[src/rtl/alu_pkg.sv]
package alu_pkg;
  typedef enum logic [2:0] {
    OP_CLEAR  = 3'b000,
    OP_BSUBA  = 3'b001,
    OP_ASUBB  = 3'b010,
    OP_ADD    = 3'b011,
    OP_XOR    = 3'b100,
    OP_OR     = 3'b101,
    OP_AND    = 3'b110,
    OP_PRESET = 3'b111
  } alu_op_e;

  typedef struct packed {
    logic    arith;
    logic    inv_a;
    logic    inv_b;
    alu_op_e op;
  } alu_ctrl_t;
endpackage

[src/rtl/alu_mode_decode.sv]
module alu_mode_decode
  import alu_pkg::*;
(
  input  logic [2:0] sel,
  output alu_ctrl_t  ctrl
);
  always_comb begin
    ctrl.op    = alu_op_e'(sel);
    ctrl.arith = (ctrl.op == OP_ADD) || (ctrl.op == OP_ASUBB) || (ctrl.op == OP_BSUBA);
    ctrl.inv_a = (ctrl.op == OP_BSUBA);
    ctrl.inv_b = (ctrl.op == OP_ASUBB);
  end
endmodule

[src/rtl/alu_slice.sv]
module alu_slice
  import alu_pkg::*;
#(
  parameter int SLICE_W = 4
) (
  input  logic [SLICE_W-1:0] a,
  input  logic [SLICE_W-1:0] b,
  input  logic [2:0]         sel,
  input  logic               cin,
  output logic [SLICE_W-1:0] f,
  output logic               cout,
  output logic               ovf
);
  alu_ctrl_t          ctrl;
  logic [SLICE_W-1:0] x_op;
  logic [SLICE_W-1:0] y_op;
  logic [SLICE_W-1:0] sum;
  logic [SLICE_W:0]   cy;

  alu_mode_decode u_dec (
    .sel  (sel),
    .ctrl (ctrl)
  );

  assign x_op  = a ^ {SLICE_W{ctrl.inv_a}};
  assign y_op  = b ^ {SLICE_W{ctrl.inv_b}};
  assign cy[0] = cin;

  for (genvar i = 0; i < SLICE_W; i++) begin : g_bit
    assign sum[i]  = x_op[i] ^ y_op[i] ^ cy[i];
    assign cy[i+1] = (x_op[i] & y_op[i]) | (cy[i] & (x_op[i] ^ y_op[i]));
  end

  always_comb begin
    case (ctrl.op)
      OP_CLEAR:  f = '0;
      OP_PRESET: f = '1;
      OP_XOR:    f = a ^ b;
      OP_OR:     f = a | b;
      OP_AND:    f = a & b;
      default:   f = sum;
    endcase
  end

  assign cout = ctrl.arith & cy[SLICE_W];
  assign ovf  = ctrl.arith & (cy[SLICE_W] ^ cy[SLICE_W-1]);
endmodule

[src/rtl/alu_ripple_chain.sv]
module alu_ripple_chain
  import alu_pkg::*;
#(
  parameter int SLICE_W    = 4,
  parameter int NUM_SLICES = 4
) (
  input  logic [SLICE_W*NUM_SLICES-1:0] a_in,
  input  logic [SLICE_W*NUM_SLICES-1:0] b_in,
  input  logic [2:0]                    sel,
  input  logic                          carry_in,
  output logic [SLICE_W*NUM_SLICES-1:0] result,
  output logic                          carry_out,
  output logic                          ovf_out
);
  localparam int TOT_W = SLICE_W * NUM_SLICES;

  logic [NUM_SLICES:0]   chain;
  logic [NUM_SLICES-1:0] slice_ovf;

  assign chain[0] = carry_in;

  for (genvar s = 0; s < NUM_SLICES; s++) begin : g_slice
    alu_slice #(.SLICE_W(SLICE_W)) u_slice (
      .a    (a_in[s*SLICE_W +: SLICE_W]),
      .b    (b_in[s*SLICE_W +: SLICE_W]),
      .sel  (sel),
      .cin  (chain[s]),
      .f    (result[s*SLICE_W +: SLICE_W]),
      .cout (chain[s+1]),
      .ovf  (slice_ovf[s])
    );
  end

  assign carry_out = chain[NUM_SLICES];
  assign ovf_out   = slice_ovf[NUM_SLICES-1];

  always_comb begin
    logic [TOT_W:0]   wide_ref;
    logic [TOT_W-1:0] xv;
    logic [TOT_W-1:0] yv;
    xv = (sel == 3'b001) ? ~a_in : a_in;
    yv = (sel == 3'b010) ? ~b_in : b_in;
    wide_ref = {1'b0, xv} + {1'b0, yv} + {{TOT_W{1'b0}}, carry_in};
    if (sel == 3'b000) begin

      clear_out_chk: assert (result == '0 && !carry_out && !ovf_out)
        else $error("clear code output wrong");
    end
    if (sel == 3'b111) begin

      preset_out_chk: assert (result == '1 && !carry_out && !ovf_out)
        else $error("preset code output wrong");
    end
    if (sel == 3'b011 || sel == 3'b010 || sel == 3'b001) begin

      arith_sum_chk: assert ({carry_out, result} == wide_ref)
        else $error("arithmetic sum or carry wrong");

      signed_ovf_chk: assert (ovf_out == ((xv[TOT_W-1] == yv[TOT_W-1]) &&
                                          (result[TOT_W-1] != xv[TOT_W-1])))
        else $error("overflow flag wrong");
    end
    if (sel[2] && sel != 3'b111) begin

      logic_flags_chk: assert (!carry_out && slice_ovf == '0)
        else $error("flags set in bitwise code");
    end
  end
endmodule

[config.mk]
export PLATFORM = sky130hd
export DESIGN_NAME = alu_ripple_chain
export DESIGN_NICKNAME = d
export VERILOG_FILES = /design/src/rtl/alu_pkg.sv /design/src/rtl/alu_mode_decode.sv /design/src/rtl/alu_slice.sv /design/src/rtl/alu_ripple_chain.sv
export SDC_FILE = /design/constraint.sdc
export NUM_CORES = 1
export LEC_CHECK = 0
export BUFFER_PORTS_ARGS = -buffer_cell sky130_fd_sc_hd__buf_2
export CAP_MARGIN = 0
export CORE_MARGIN = 8
export CORE_UTILIZATION = 55
export DETAILED_ROUTE_END_ITERATION = 6
export PLACE_DENSITY = 0.95
export RECOVER_POWER = 50
export SETUP_SLACK_MARGIN = 0.05
export SLEW_MARGIN = 40
export SYNTH_ARGS = -nofsm -noshare
export SYNTH_HDL_FRONTEND = slang
export SYNTH_SLANG_ARGS = --single-unit
[constraint.sdc]
create_clock -name vclk -period 13
set_clock_uncertainty 0.15 [all_clocks]
set_input_delay 2.6 -clock vclk [all_inputs]
set_output_delay 2.6 -clock vclk [all_outputs]
set_load 0.02 [all_outputs]
After elaboration in Yosys (flattened, before gate mapping). Index checks and enable logic that the tools add are counted. Widths: inputs -> output; s select.

Bits of input ports: 36. Output and inout port bits: 18. Register bits after elaboration: 0. Bits in latches: 0. Logic and storage cells: 120. ROM bits: 0. Memory bits (writable): 0. Memories: 0.

Bitwise logic cells: 106. Mux-type cells: 4. Shifts and indexed selects: 0. Reductions and logical operators: 3. Div/mod/pow operators: 0. Multiply operators: 0. Magnitude comparators: 0. Equal/unequal tests: 7. Add/sub/neg operators: 0.

Operators with widths (number): $pmux 4 s5 (4); $xor 4x4->4 (12); $and 1x1->1 (37); $xor 1x1->1 (33); $and 4x4->4 (4); $or 1x1->1 (16); $or 4x4->4 (4); $eq 3x3->1 const B (4); $eq 3x2->1 const B (2); $eq 3x1->1 const B (1); $logic_not 3->1 (1); $logic_or 1x1->1 (2).

Depth between registers and ports, before layout. Gate-level depths: netlist of the first run.

Word-level depth: 40. Gate-level depth with buffers: 29. Mapped depth without buffers: 26.

By module. A second synthesis of the first run with hierarchy kept.

Cells, all modules: 237. Area, all modules: 2011.9 sq um.

Modules (own cells, without submodules): alu_slice at g_slice[2].u_slice ... (times used 2, cells an instance 53, area each 457.9 sq um, seq. area each 0.0 sq um); alu_slice at g_slice[1].u_slice (times used 1, cells an instance 54, area each 454.2 sq um, seq. area each 0.0 sq um); alu_slice at g_slice[0].u_slice (times used 1, cells an instance 53, area each 451.7 sq um, seq. area each 0.0 sq um); alu_mode_decode (times used 4, cells an instance 6, area each 47.5 sq um, seq. area each 0.0 sq um).

Worst setup path after synthesis of the first run. No wires, ideal clock.

Path kind: input-to-output. From: input sel[2]. To: output result[15]. Arrival time: 9.886 ns. Stages on the path: 28. Slack: 0.364 ns. Buffers on the path: 3. Required time: 10.250 ns. Cell sequence: buf_6 -> nor3b_2 -> buf_4 -> buf_6 -> xnor2_1 -> fa_1 -> fa_1 -> fa_1 -> fa_1 -> nor2_1 -> fa_1 -> fa_1 -> fa_1 -> inv_1 -> fa_1 -> nor2_1 -> fa_1 -> inv_1 -> fa_1 -> fa_1 -> fa_1 -> nor2_1 -> fa_1 -> inv_1 -> fa_1 -> fa_1 -> fa_1 -> a221oi_2.

Word-level cells in the longest chain between the ends: 38. Elaborated cells between the ends (all ways): 84. Classes of those cells: eq/ne (7); mux (1); bitwise (73); reduce/logical (3).

RTL lines: from (decl) (line alu_ripple_chain.sv:9) `input logic [2:0] sel,`; $eq 3x1->1 / $eq 3x2->1 (equally long branches) (line alu_mode_decode.sv:9, alu_mode_decode.sv:10, alu_mode_decode.sv:11); $xor 4x4->4 (on tied branches) (line alu_slice.sv:25, alu_slice.sv:26); $xor 1x1->1 (line alu_slice.sv:31) `assign cy[i+1] = (x_op[i] & y_op[i]) | (cy[i] & (x_op[i] ^ y_op[i]));`; $and 1x1->1 (line alu_slice.sv:31); $or 1x1->1 (line alu_slice.sv:31); $and 1x1->1 (line alu_slice.sv:31); $or 1x1->1 (line alu_slice.sv:31); $and 1x1->1 (line alu_slice.sv:31); [... 22 more ...]; $and 1x1->1 (line alu_slice.sv:31); $or 1x1->1 (line alu_slice.sv:31); $and 1x1->1 (line alu_slice.sv:31); $or 1x1->1 (line alu_slice.sv:31); $and 1x1->1 (line alu_slice.sv:31); $or 1x1->1 (line alu_slice.sv:31); $xor 1x1->1 (line alu_slice.sv:30) `assign sum[i] = x_op[i] ^ y_op[i] ^ cy[i];`; $pmux 4 s5 (*) (line alu_slice.sv:35) `case (ctrl.op)`; to (decl) (line alu_ripple_chain.sv:11) `output logic [SLICE_W*NUM_SLICES-1:0] result,`.

Every way passes the cells marked *; elsewhere a longest branch is shown, timed or not.

Final worst setup path of the first run.
From: input sel[0]. To: output result[15].

Same word-level chain as after synthesis.

==> results of run 1 <==
==> Yosys cell counts (2+ instances only) <==
library cell | instances | area share
buf_4 | 2 | 0.0083
xnor2_1 | 33 | 0.16
a221oi_1 | 10 | 0.048
fa_1 | 16 | 0.18
a21oi_1 | 10 | 0.028
buf_6 | 7 | 0.044
nand2_1 | 7 | 0.015
inv_1 | 37 | 0.077
nor2_1 | 9 | 0.019
a211oi_1 | 4 | 0.017
a221oi_2 | 6 | 0.050
o221a_2 | 6 | 0.037
nand2b_1 | 10 | 0.035
buf_2 | 4 | 0.011
nor3b_2 | 2 | 0.014
ha_1 | 32 | 0.22
==> placed cells by master (no fill, tap or decap), types with 6 or more instances in the layout <==
cell      count
ha_1         32
a221oi_2      6
nand2b_1     10
fa_1         14
a221oi_1     10
inv_1        37
buf_2        49
a21oi_1      10
nand2_1       7
o221a_2       6
nor2_1        7
xnor2_1      33
buf_4         7
==> area by class of cell <==
class                      count  share of cell area
multi-input combinational    151               0.753
timing repair buffer          60               0.151
inverter                      37              0.0672
tap                           46              0.0279
==> kinds of logic after synthesis <==
| family | Yosys count |
|---|---|
| fa+ha+maj | 48 |
| buf+inv | 51 |
| xor+xnor | 33 |
| compound gates | 38 |
| simple gates | 32 |
==> critical path, cell delays in order <==
cell	delay (ps)
buf_2	130
nor3b_4	240
xnor2_1	120
fa_1	430
fa_1	470
fa_2	410
fa_1	440
nor2_2	160
fa_1	240
fa_1	220
fa_1	180
inv_1	60
fa_1	430
nor2_2	140
fa_1	190
inv_1	60
fa_1	460
fa_1	450
fa_1	360
nor2_1	130
fa_1	190
inv_1	50
fa_1	380
fa_2	370
fa_1	470
a221oi_2	290
buf_4	180
==> layer usage <==
| layer | GRT usage | routed length, um |
|---|---|---|
| met1 | 0.184 | 1780 |
| met2 | 0.303 | 2180 |
| met3 | 0.0273 | 218 |
| met4 | 0.0355 | 74 |
| met5 | 0 | 0 |
==> worst max-delay path by stage <==
stage / endpoint / slack (ps) / cells past startpoint
floorplan: result[15] / 360 / 28
global placement: result[15] / 390 / 27
detailed placement: result[15] / 180 / 27
CTS: result[15] / 160 / 27
global route: result[15] / 20 / 27
finish: result[15] / 390 / 27
==> power breakdown <==
| group | internal (mW) | switching, mW | total [mW] | leakage [nW] |
|---|---|---|---|---|
| combinational | 0.0458 | 0.0592 | 0.105 | 1.02 |
| sequential | 0 | 0 | 0 | 0 |
| clock | 0 | 0 | 0 | 0 |
| total | 0.0458 | 0.0592 | 0.105 | 1.02 |
==> results.md, run 1 <==
- Peak supply drop: 0.0297 mV
- IO Port Bufs: 54
- Util after Layout: 0.639
- Post-Syn Area: 0.00181 mm^2
- Critical Path Fanout Max: 4
- Die Span Y: 73.3 um
- Min-Delay Path Class: in -> out
- Placed Cells: 294
- Final WS setup: 394 ps
- Rel. slew slack: 0.503
- F_max: 0.0793 GHz
- Overflow left after global routing: 0
- Footprint of the multi-input gates: 0.00156 mm^2
- Worst setup EP type: primary output
- Die area: 0.00538 mm^2
- Via count: 1572
- Number of setup violations in the final report: 0
- Drt pass-1 iters: 4
- I/O pin count: 54
- Hold EP: result[13]
- Core area: 0.00323 mm^2
- Final Max Slew Viols: 0
- N_diodes: 0
- Fillers: 285
- Crit path time final: 12610 ps
- Post-synthesis xor/xnor area fraction: 0.160
- Hold path start: b_in[13]
- Hold Path Depth: 5
- Final Hold Vio Count: 0
- First-pass GRT wire length: 7350 um
- Initial antenna violation count: 0
- Hold Slack: 5580 ps
- Clock buf count: 0
- Largest family of logic cells by synthesized area: adder cells
- Tightest Pin Transition: 738 ps
- Startpoint Class: input port
- Storage element area: 0 um^2
- RSZ-0062 raised after global routing: false
- Critical Path AT: 9860 ps
- DRC: 0
- Final net count: 334
- Critical Path Source: sel[0]
- Mux cell area share after synthesis: 0
- Critical path class: in -> out
- Synth Area in Simple Gates: 0.102
- Post-synthesis compound-gate area fraction: 0.188
- Initial core utilization: 0.559
- Non-Filler Instances: 294
- Syn nets: 286
- Largest net degree at the start of global routing: 26
- Rows: 21
- Post-synthesis sequential area ratio: 0
- Die width: 73.3 um
- Initial DRC count: 44
- Synth warnings: 0
- Via/cell ratio: 5.35
- Number of max-cap violations: 0
- Pwr dens: 50.8 mW/mm^2
- Setup TNS: 0 ps
- Adder-Cell Fraction of Synth Area: 0.399
- Place WS: 178 ps
- Post-CTS repair timing setup buffer count: 0
- Tcrit/Tclk final: 0.970
- Overall routing resource usage: 0.162
- Vias in the first global route: 1680
- Critical path required time: 10250 ps
- Post-Syn Instances: 202
- Final GP Congestion: 0.842
- Post-DP HPWL: 3580 um
- Outcome: complete, no violations
- Yosys cell types: 23
- Area Growth Syn to Fin: 14.3%
- Design Area, Final: 0.00207 mm^2
- Post-place instance area: 0.00205 mm^2
- Sequential cell count: 0
- Layout cell share with drive strength beyond 1: 0.310
- Final ANT Viol Nets: 0
- Leakage: 1.02 nW
- Pwr Total: 0.105 mW
- Final wirelength: 4250 um
- Hold buffers post-CTS: 0
- CTS resizes: 0
- DR WL/cell: 14.5 um
- Synth Area per Inst: 8.94 um^2
No activity file was read; power rests on OpenSTA's default activity.
==> run 2: changes to the inputs <==
--- a/config.mk
+++ b/config.mk
@@ -8,9 +8,9 @@
 export BUFFER_PORTS_ARGS = -buffer_cell sky130_fd_sc_hd__buf_2
 export CAP_MARGIN = 0
 export CORE_MARGIN = 8
-export CORE_UTILIZATION = 55
+export CORE_UTILIZATION = 26
 export DETAILED_ROUTE_END_ITERATION = 6
-export PLACE_DENSITY = 0.95
+export PLACE_DENSITY = 0.57
 export RECOVER_POWER = 50
 export SETUP_SLACK_MARGIN = 0.05
 export SLEW_MARGIN = 40
==> constraint.sdc (replaced) <==
create_clock -name vclk -period 15.31
set_clock_uncertainty 0.15 [all_clocks]
set_input_delay 3.062 -clock vclk [all_inputs]
set_output_delay 3.062 -clock vclk [all_outputs]
set_load 0.02 [all_outputs]
==> results.md, run 2 (synthesis gave the netlist of run 1 again) <==
- Pint: 0.0369 mW (was 0.0458 mW)
- Final wirelength: 4700 um (was 4250 um)
- GRT met2 Usage: 0.171 (was 0.303)
- Min-Delay Path Class: in -> out (unchanged)
- Overflow left after global routing: 0 (unchanged)
- Final GP Congestion: 0.756 (was 0.842)
- Core area: 0.00676 mm^2 (was 0.00323 mm^2)
- Switching share of power: 0.574 (was 0.564)
- Post-place instance area: 0.00208 mm^2 (was 0.00205 mm^2)
- Worst setup EP type: primary output (unchanged)
- Clock buf count: 0 (unchanged)
- Final Max Slew Viols: 0 (unchanged)
- Number of max-cap violations: 0 (unchanged)
- Net Sw Power: 0.0497 mW (was 0.0592 mW)
- DRC: 0 (unchanged)
- Tcrit/Tclk final: 0.916
- DR WL/cell: 14.4 um (was 14.5 um)
- Layout cell share with drive strength beyond 1: 0.276 (was 0.310)
- Via count: 1526 (was 1572)
- Setup TNS: 0 ps (unchanged)
- Critical Path Fanout Max: 22 (was 4)
- Vias in the first global route: 1690 (was 1680)
- Drt pass-1 iters: 4 (unchanged)
- RSZ-0062 raised after global routing: false (unchanged)
- Hold path start: b_in[13] (unchanged)
- I/O pin count: 54 (unchanged)
- Final ANT Viol Nets: 0 (unchanged)
- Via/cell ratio: 4.68 (was 5.35)
- Flop pwr share: 0 (about the same)
- Die width: 99.4 um (was 73.3 um)
- Hold buffers post-CTS: 0 (unchanged)
- Critical path class: in -> out (unchanged)
- CTS resizes: 0 (unchanged)
- Peak supply drop: 0.0247 mV (was 0.0297 mV)
- F_max: 0.0713 GHz
- Die area: 0.00987 mm^2 (was 0.00538 mm^2)
- Final Hold Vio Count: 0 (unchanged)
- Gate power share: 1.000 (about the same)
- Clock share of power: 0 (about the same)
- Pwr dens: 42.0 mW/mm^2 (was 50.8 mW/mm^2)
- Post-CTS repair timing setup buffer count: 0 (unchanged)
- Critical Path AT: 10810 ps (was 9860 ps)
- Startpoint Class: input port (unchanged)
- Overall routing resource usage: 0.0974 (was 0.162)
- Number of setup violations in the final report: 0 (unchanged)
- Outcome: complete, no violations (unchanged)
- Rows: 30 (was 21)
- Largest net degree at the start of global routing: 27 (was 26)
- Rel. slew slack: 0.556 (was 0.503)
- Most common cell after layout, fill and taps aside: buf_2 (unchanged)
- Leakage: 0.993 nW (was 1.02 nW)
- M1 GR Usage: 0.129 (was 0.184)
- Critical path required time: 12100 ps (was 10250 ps)
- Critical Path Source: sel[0] (unchanged)
- Post-DP HPWL: 3880 um (was 3580 um)
- Initial DRC count: 35 (was 44)
- Fillers: 728 (was 285)
- GRT busiest layer: met2 (unchanged)
- First-pass GRT wire length: 8270 um (was 7350 um)
- Place WS: 1250 ps (was 178 ps)
- Die Span Y: 99.4 um (was 73.3 um)
- N_diodes: 0 (unchanged)
- Storage element area: 0 um^2 (unchanged)
- Met3 Usage GRT: 0.0133 (was 0.0273)
- Final net count: 332 (was 334)
- Highest-count cells in the layout ignoring fill and taps: 48 x buf_2, 37 x inv_1, 33 x xnor2_1, 32 x ha_1, 16 x fa_1 (was 49 x buf_2, 37 x inv_1, 33 x xnor2_1, 32 x ha_1, 14 x fa_1)
- Area Growth Syn to Fin: 14.1% (was 14.3%)
- Initial core utilization: 0.267 (was 0.559)
- Tightest Pin Transition: 659 ps (was 738 ps)
- Sequential cell count: 0 (unchanged)
- Final WS setup: 1290 ps (was 394 ps)
- Initial antenna violation count: 0 (unchanged)
- Design Area, Final: 0.00206 mm^2 (was 0.00207 mm^2)
- IO Port Bufs: 54 (unchanged)
- Crit path time final: 14020 ps
## run 2: cell types whose count changed in the layout (fill, tap and decap cells not counted), sizes merged
cell	change
clkbuf	+2
buf	-4
## run 2: metal layers
| metal | routed length [um] | share of wire |
|---|---|---|
| met5 | 0 | 0 |
| met3 | 224 | 0.048 |
| met2 | 2210 | 0.47 |
| met4 | 0 | 0 |
| met1 | 2270 | 0.48 |
## run 2: power by group through the flow
| stage | Clock [mW] | Combinational, mW | Sequential (mW) |
|---|---|---|---|
| final | 0 | 0.0866 | 0 |
| after global routing | 0 | 0.0990 | 0 |
| after CTS | 0 | 0.0902 | 0 |
| after detailed placement | 0 | 0.0894 | 0 |
| after global placement | 0 | 0.0886 | 0 |
| after floorplan | 0 | 0.0640 | 0 |
## run 2: worst paths after layout
| check | end | slack (ps) | depth (start not counted) |
|---|---|---|---|
| max | result[15] | 1290 | 28 |
| min | result[13] | 6510 | 5 |
## run 2: critical path, stage by stage
cell and delay (ps):
buf_2 240, nor3b_1 240, buf_4 310, xnor2_1 130
fa_1 430, fa_1 460, fa_1 460, fa_1 430
nor2_1 170, fa_1 240, fa_1 210, fa_1 180
inv_1 60, fa_1 400, nor2_1 160, fa_1 200
inv_1 50, fa_1 440, fa_1 450, fa_1 370
nor2_1 140, fa_1 190, inv_1 50, fa_1 370
fa_1 420, fa_1 460, a221oi_2 270, buf_2 200
## run 2: through the flow
step | utilization | hold WS, ps | power (mW) | cells
4_1_cts | 0.308 | 6510 | 0.0902 | 326
3_5_place_dp | 0.308 | 6510 | 0.0894 | 326
2_1_floorplan | - | 6240 | 0.0640 | 202
6_report | 0.305 | 6510 | 0.0866 | 326
3_3_place_gp | 0.308 | 6500 | 0.0886 | 326
5_1_grt | 0.305 | 6540 | 0.0990 | 326
## run 2: area by class of cell
| class | count | area, um^2 | share of cell area |
|---|---|---|---|
| inverter | 37 | 139 | 0.0674 |
| timing repair buffer | 58 | 293 | 0.142 |
| tap | 80 | 100 | 0.0486 |
| multi-input combinational | 151 | 1530 | 0.742 |
